## src/rtl/unlock_event_logger.sv

```systemverilog
module unlock_event_logger #(
  parameter int CLK_HZ       = 125_000_000,
  parameter int DEBOUNCE_MS  = 20,
  parameter int INTERVAL_MIN = 10,
  parameter int CNT_W        = 16,
  parameter int HOUR_W       = 16
) (
  input  logic              clk,
  input  logic              rst_n,
  input  logic              lock_in,
  input  logic              min_tick,
  input  logic              rec_ready,
  output logic              rec_valid,
  output logic [CNT_W-1:0]  rec_interval,
  output logic [CNT_W-1:0]  rec_total,
  output logic [HOUR_W-1:0] rec_hours,
  output logic [5:0]        rec_minutes
);
  localparam int DB_CYCLES = (CLK_HZ / 1000) * DEBOUNCE_MS;
  localparam int HOLD_W    = $clog2(DB_CYCLES + 1);
  localparam int IMIN_W    = $clog2(INTERVAL_MIN + 1);
  localparam logic [CNT_W-1:0]  CNT_MAX  = '1;
  localparam logic [HOUR_W-1:0] HOUR_MAX = '1;

  logic [2:0]        sync;
  logic [HOLD_W-1:0] hold;
  logic [CNT_W-1:0]  win_cnt, tot_cnt, win_nx, tot_nx;
  logic [5:0]        minutes, min_nx;
  logic [HOUR_W-1:0] hours, hr_nx;
  logic [IMIN_W-1:0] imin;
  logic              fall, accept, min_wrap, boundary, load;

  assign fall     = sync[2] & ~sync[1];
  assign accept   = fall && (hold == '0);
  assign win_nx   = (accept && win_cnt != CNT_MAX) ? win_cnt + 1'b1 : win_cnt;
  assign tot_nx   = (accept && tot_cnt != CNT_MAX) ? tot_cnt + 1'b1 : tot_cnt;
  assign min_wrap = min_tick && (minutes == 6'd59);
  assign min_nx   = !min_tick ? minutes : (min_wrap ? 6'd0 : minutes + 6'd1);
  assign hr_nx    = (min_wrap && hours != HOUR_MAX) ? hours + 1'b1 : hours;
  assign boundary = min_tick && (imin == IMIN_W'(INTERVAL_MIN - 1));
  assign load     = boundary && (!rec_valid || rec_ready);

  always_ff @(posedge clk or negedge rst_n) begin
    if (!rst_n) begin
      sync    <= 3'b111;
      hold    <= '0;
      win_cnt <= '0;
      tot_cnt <= '0;
      minutes <= '0;
      hours   <= '0;
      imin    <= '0;
    end else begin
      sync    <= {sync[1:0], lock_in};
      if (accept)            hold <= HOLD_W'(DB_CYCLES);
      else if (hold != '0)   hold <= hold - 1'b1;
      win_cnt <= boundary ? '0 : win_nx;
      tot_cnt <= tot_nx;
      minutes <= min_nx;
      hours   <= hr_nx;
      if (min_tick) imin <= boundary ? '0 : imin + 1'b1;
    end
  end

  always_ff @(posedge clk or negedge rst_n) begin
    if (!rst_n) begin
      rec_valid    <= 1'b0;
      rec_interval <= '0;
      rec_total    <= '0;
      rec_hours    <= '0;
      rec_minutes  <= '0;
    end else if (load) begin
      rec_valid    <= 1'b1;
      rec_interval <= win_nx;
      rec_total    <= tot_nx;
      rec_hours    <= hr_nx;
      rec_minutes  <= min_nx;
    end else if (rec_ready) begin
      rec_valid    <= 1'b0;
    end
  end
endmodule


```

## config.mk

```make
export PLATFORM = sky130hd
export DESIGN_NAME = unlock_event_logger
export DESIGN_NICKNAME = d
export VERILOG_FILES = /design/src/rtl/unlock_event_logger.sv
export SDC_FILE = /design/constraint.sdc
export NUM_CORES = 1
export LEC_CHECK = 0
export BUFFER_PORTS_ARGS = -buffer_cell sky130_fd_sc_hd__buf_4
export CORE_MARGIN = 3
export CORE_UTILIZATION = 62
export CTS_BUF_LIST = sky130_fd_sc_hd__clkbuf_16
export CTS_CLUSTER_DIAMETER = 60
export DETAILED_ROUTE_END_ITERATION = 6
export PLACE_DENSITY_LB_ADDON = 0.1
export SETUP_SLACK_MARGIN = 0.15
export SLEW_MARGIN = 20
export SYNTH_ARGS = -nofsm -noshare
export SYNTH_HDL_FRONTEND = slang
export SYNTH_SLANG_ARGS = --single-unit
```

## constraint.sdc

```tcl
create_clock -name clk -period 4.3 [get_ports clk]
set_input_delay 0.215 -clock clk [delete_from_list [all_inputs] [get_ports clk]]
set_output_delay 0.215 -clock clk [all_outputs]
set_load 0.01 [all_outputs]
```

After elaboration in Yosys (flattened, before gate mapping) --
Index checks and enable logic that the tools add are counted.
Cells by class: mux-type cells 11, order comparisons 0, add/subtract/negate cells 6, eq/ne operators 5, bitwise logic cells 2, divide/modulo/power cells 0, shift operators 0, multiply operators 0, reduce and logical (&&, ||, !) cells 13
Operators by type and width (number):
- $mux W16 | 4
- $add A16 B1 Y16 const B | 3
- $ne A16 B16 Y1 const B | 3
- $mux W22 | 2
- $logic_not A22 Y1 | 1
- $reduce_bool A22 Y1 | 1
- $sub A22 B1 Y22 const B | 1
- $mux W6 | 2
- $logic_and A1 B1 Y1 | 7
- $add A6 B1 Y6 const B | 1
- $eq A6 B6 Y1 const B | 1
- $add A4 B1 Y4 const B | 1
- $eq A4 B4 Y1 const B | 1
- $mux W4 | 1
- $reduce_bool A2 Y1 | 2
- $mux W1 | 2
- $and A1 B1 Y1 | 1
- $logic_not A1 Y1 | 1
- $logic_or A1 B1 Y1 | 1
- $not A1 Y1 | 1
Storage, ports and cells: bits in latches 0, memories 0, ROM bits 0, bits in writable memories 0, input port bits 5, bits in registers 138, output and inout port bits 55

Longest topological paths before layout --
depth after elaboration 6, gate-level depth with buffers 8

Least setup slack after synthesis --
OpenSTA, ideal clock, no wires.
path kind register -> register, from register minutes[0], to register rec_hours[1], data required time 4175 ps, data arrival time 2010 ps, cell stages (with the launch flop) 9, period minus slack after synthesis 2134 ps, library setup time 125 ps, slack 2166 ps, path buffers 2, cells stage by stage dfrtp_1 ha_1 and2_1 clkbuf_1 and2_1 clkbuf_1 a21boi_2 mux2_1 mux2_2
On the way: word-level cells in the longest chain between the ends 4
RTL lines:
- start, declared | RTL line 28 | logic [5:0] minutes, min_nx;
- start signal, assigned | RTL line 58 | minutes <= min_nx;
- $eq A6 B6 Y1 | RTL line 37 | assign min_wrap = min_tick && (minutes == 6'd59);
- $logic_and A1 B1 Y1 | RTL line 37
- $logic_and A1 B1 Y1 | RTL line 39 | assign hr_nx = (min_wrap && hours != HOUR_MAX) ? hours + 1'b1 : hours;
- $mux W16 | RTL line 39
- named net hr_nx[1] | RTL line 29 | logic [HOUR_W-1:0] hours, hr_nx;
- end signal, assigned | RTL line 75 | rec_hours <= hr_nx;
- end, declared | RTL line 16 | output logic [HOUR_W-1:0] rec_hours,
The timed path passes the listed nets, and every way through them passes these cells. A chain may end at the register's enable or synchronous reset.

Final worst setup path --
from register imin[1], to register rec_total[5]
On the way: word-level cells in the longest chain between the ends 3
RTL lines:
- start, declared | RTL line 30 | logic [IMIN_W-1:0] imin;
- start signal, assigned | RTL line 60 | if (min_tick) imin <= boundary ? '0 : imin + 1'b1;
- $eq A4 B4 Y1 | RTL line 40 | assign boundary = min_tick && (imin == IMIN_W'(INTERVAL_MIN - 1));
- $logic_and A1 B1 Y1 | RTL line 40
- $logic_and A1 B1 Y1 | RTL line 41 | assign load = boundary && (!rec_valid || rec_ready);
- end signal, assigned | RTL line 74 | rec_total <= tot_nx;
- end, declared | RTL line 15 | output logic [CNT_W-1:0] rec_total,
Every way passes these cells.

==> metrics.md <==
| Metric | Value |
|---|---|
| Final core occ | `0.770` |
| First-pass GRT wire length | `22900 um` |
| #FFs+latches synth | `138` |
| Initial Utilization | `0.654` |
| Clk pin slew, worst setup/hold paths | `0.06 ns` |
| GP Congestion | `0.884` |
| Die height | `109 um` |
| Slew Limit Fails | `0` |
| Port bufs | `59` |
| Vias in the first global route | `between 4000 and 5000` |
| Critical path arrival | `2.87 ns` |
| Ant diodes | `0` |
| Worst skew pair latency | `0.42 ns` |
| Pwr Total | `4350 uW` |
| Die area | `11800 um^2` |
| Setup crit start kind | `register` |
| Layout cells sized above 1 | `0.270` |
| Post-synth top area share | `0.517` |
| Grt ovf | `0` |
| FFs w/ async S/R, synth | `1.00` |
| Core ar. | `10000 um^2` |
| Largest net degree at the start of global routing | `99` |
| Htree depth | `4` |
| Fin. Hold Viols | `0` |
| Total routed wirelength | `13300 um` |
| Post-synth cell types | `65` |
| Crit Path Max Fanout | `47` |
| Nets | `634` |
| Synthesized area per cell | `11.7 um^2` |
| Gate Count Post-Synth | `557` |
| Syn_nets | `569` |
| Number of flops mapped to enable cells by yosys | `0` |
| Slew headroom | `0.317` |
| Max Cap Viol | `0` |
| Slowest stage delay, CP | `between 0.8 and 0.9 ns` |
| Synthesized area | `roughly 6500 um^2` |
| Fillcell total | `650` |
| Worst reg-to-reg path cell count | `6` |
| Area grow syn2layout | `17.8%` |
| Ys Warns | `0` |
| RSZ-0062 raised after global routing | `no` |
| Routed wire per std cell | `17.3 um` |
| # clock sinks | `138` |
| Cts bufs inserted | `17` |
| Setup Fix Bufs, Post-CTS | `0` |
| Via-to-Cell Ratio | `around 6` |
| Critical-path cell list | `inv_1 > ha_1 > and4b_1 > buf_4 > and2_2 > mux2_2` |
| Most instantiated cells after synthesis | `dfrtp_1 (135), nor2_1 (46), nand2_1 (41), mux2_2 (36), xnor2_1 (26)` |
| DRC viols | `0` |
| Worst slew pin tran | `1.02 ns` |
| Status | `finished, final reports clean` |
| Setup crit end kind | `register` |
| Final worst-path cycle share | `0.596` |
| Skew final | `0.00698 ns` |
| Post-synth top area cell | `dfrtp_1` |
| DRT Pass-1 Iters | `5` |
| CP Class | `register to register` |
| Slowest-stage cell, CP | `and2_2` |
| Site Rows | `36` |
| Count leader, synth | `dfrtp_1` |
| Pleak | `0.00353 uW` |
| Clk root buf | `clkbuf_16` |
| First DRT Iteration DRCs | `176` |
| Worst hold path cell count | `2` |
| Setup tns final | `0 ns` |
| Data required, critical path | `4.60 ns` |
| Finish-stage setup viols | `0` |
| Peak supply drop | `0.396 mV` |
| Post-synth top flop | `dfrtp_1` |
| Fmax | `390 MHz` |
| Total GRT Usage | `0.249` |
| Routed met3 length | `between 600 and 700 um` |
| Top sig layer | `met4` |
| Fin crit period | `2.56 ns` |
| Top cells by area, synth | `dfrtp_1 (52%), mux2_2 (6.2%), xnor2_1 (3.5%)` |
| HP Class | `primary input to register` |
| Power per cell area | `565 nW/um^2` |
| WL met1 | `5920 um` |
| CTS tree | `done` |
| Die Width | `109 um` |
| Post-DP HPWL | `8910 um` |
| Metal2 WL | `6550 um` |
| Via count | `4604` |
| Io pins | `60` |
| Routed Antenna Nets | `0` |
| Sequential share of the synthesized area | `0.529` |
| Initial antenna violation count | `0` |
| Longest Clk Path Bufs | `2` |
-- flip-flops by register name, indices dropped and copies added, names as in the netlist --
signal and flops:
rec_hours 16, imin 4, hours 16, hold 22
rec_valid 1, rec_minutes 6, sync 3, minutes 6
tot_cnt 16, rec_total 16, rec_interval 16, win_cnt 16
-- power by group --
part / switching [uW] / internal (uW) / total (uW)
clock: 542 / 958 / 1500
combinational: 485 / 441 / 926
sequential: 326 / 1600 / 1920
total: 1350 / 3000 / 4350
-- critical path: cells and delay by family (launching register included) --
family                     cells  cell delay [ns]
adders and majority gates      1             0.17
buffers and inverters          2             0.32
DFF                            1             0.42
muxes                          1             0.43
and+or+nand+nor                2             1.08
-- logic make-up after synthesis --
group / count (synthesis) / synth area share
compound gates: 60 / 0.0607
xor+xnor: 51 / 0.0683
fa+ha+maj: 7 / 0.0134
buf+inv: 23 / 0.0176
flops: 138 / 0.529
mux: 46 / 0.0789
simple gates: 232 / 0.232
-- cell type report --
type	count	area, um^2	share of cell area
well taps	133	166	0.0216
clock buffers	17	425	0.0552
inverters	5	18.8	0.00244
repair buffers	64	489	0.0635
multi-input cells	396	2970	0.385
flip-flops and latches	138	3460	0.449
clock inverters	14	180	0.0234
-- metrics by stage --
stage | instance area (um^2) | hold slack [ns] | worst slack [ns] | std cells
after floorplan | 6540 | -0.0806 | 2.17 | 557
after global placement | 7080 | 0.324 | 1.84 | 734
after detailed placement | 7080 | 0.325 | 1.77 | 734
after CTS | 7700 | 0.0639 | 1.72 | 767
after global routing | 7700 | 0.0818 | 1.56 | 767
final | 7700 | 0.0819 | 1.74 | 767
-- placed cells by master (no fill, tap or decap), types with 7 or more instances in the layout --
| cell | n |
|---|---|
| clkbuf_16 | 17 |
| and3_1 | 9 |
| nor4_1 | 9 |
| nor2_1 | 46 |
| dfrtp_1 | 135 |
| nand3_1 | 18 |
| o21ai_1 | 7 |
| o21ai_0 | 12 |
| nand4_1 | 17 |
| xor2_1 | 25 |
| and4_1 | 10 |
| mux2_2 | 36 |
| ha_1 | 7 |
| or4_1 | 7 |
| nand2_1 | 41 |
| nor3_1 | 14 |
| buf_4 | 61 |
| a21oi_1 | 11 |
| nor4_2 | 13 |
| xnor2_1 | 26 |
-- path summary, 6_finish.rpt --
kind | start | endpoint | slack, ns
hold reg to reg | sync[0]$_DFF_PN1_ | sync[1]$_DFF_PN1_ | 0.36
setup / recovery | imin[1]$_DFFE_PN0P_ | rec_total[5]$_DFFE_PN0P_ | 1.74
min in group asynchronous | rst_n | hold[19]$_DFFE_PN0P_ | 0.43
max in group asynchronous | rst_n | hours[0]$_DFF_PN0_ | 2.78
setup reg to reg | imin[1]$_DFFE_PN0P_ | rec_total[5]$_DFFE_PN0P_ | 1.74
hold / removal | min_tick | imin[1]$_DFFE_PN0P_ | 0.08
-- layer usage --
metal,vias to the layer above,global-route usage
met5,-,0
met3,16,0.0651
li1,2186,-
met2,112,0.404
met4,0,0.0920
met1,2290,0.325
-- what timing repair did --
| item | in CTS | in global routing |
|---|---|---|
| resized for setup | 0 | 0 |
| endpoints found under the hold margin | 95 | 0 |
| hold buffers | 2 | 0 |
(Power assumes the default switching activity.)
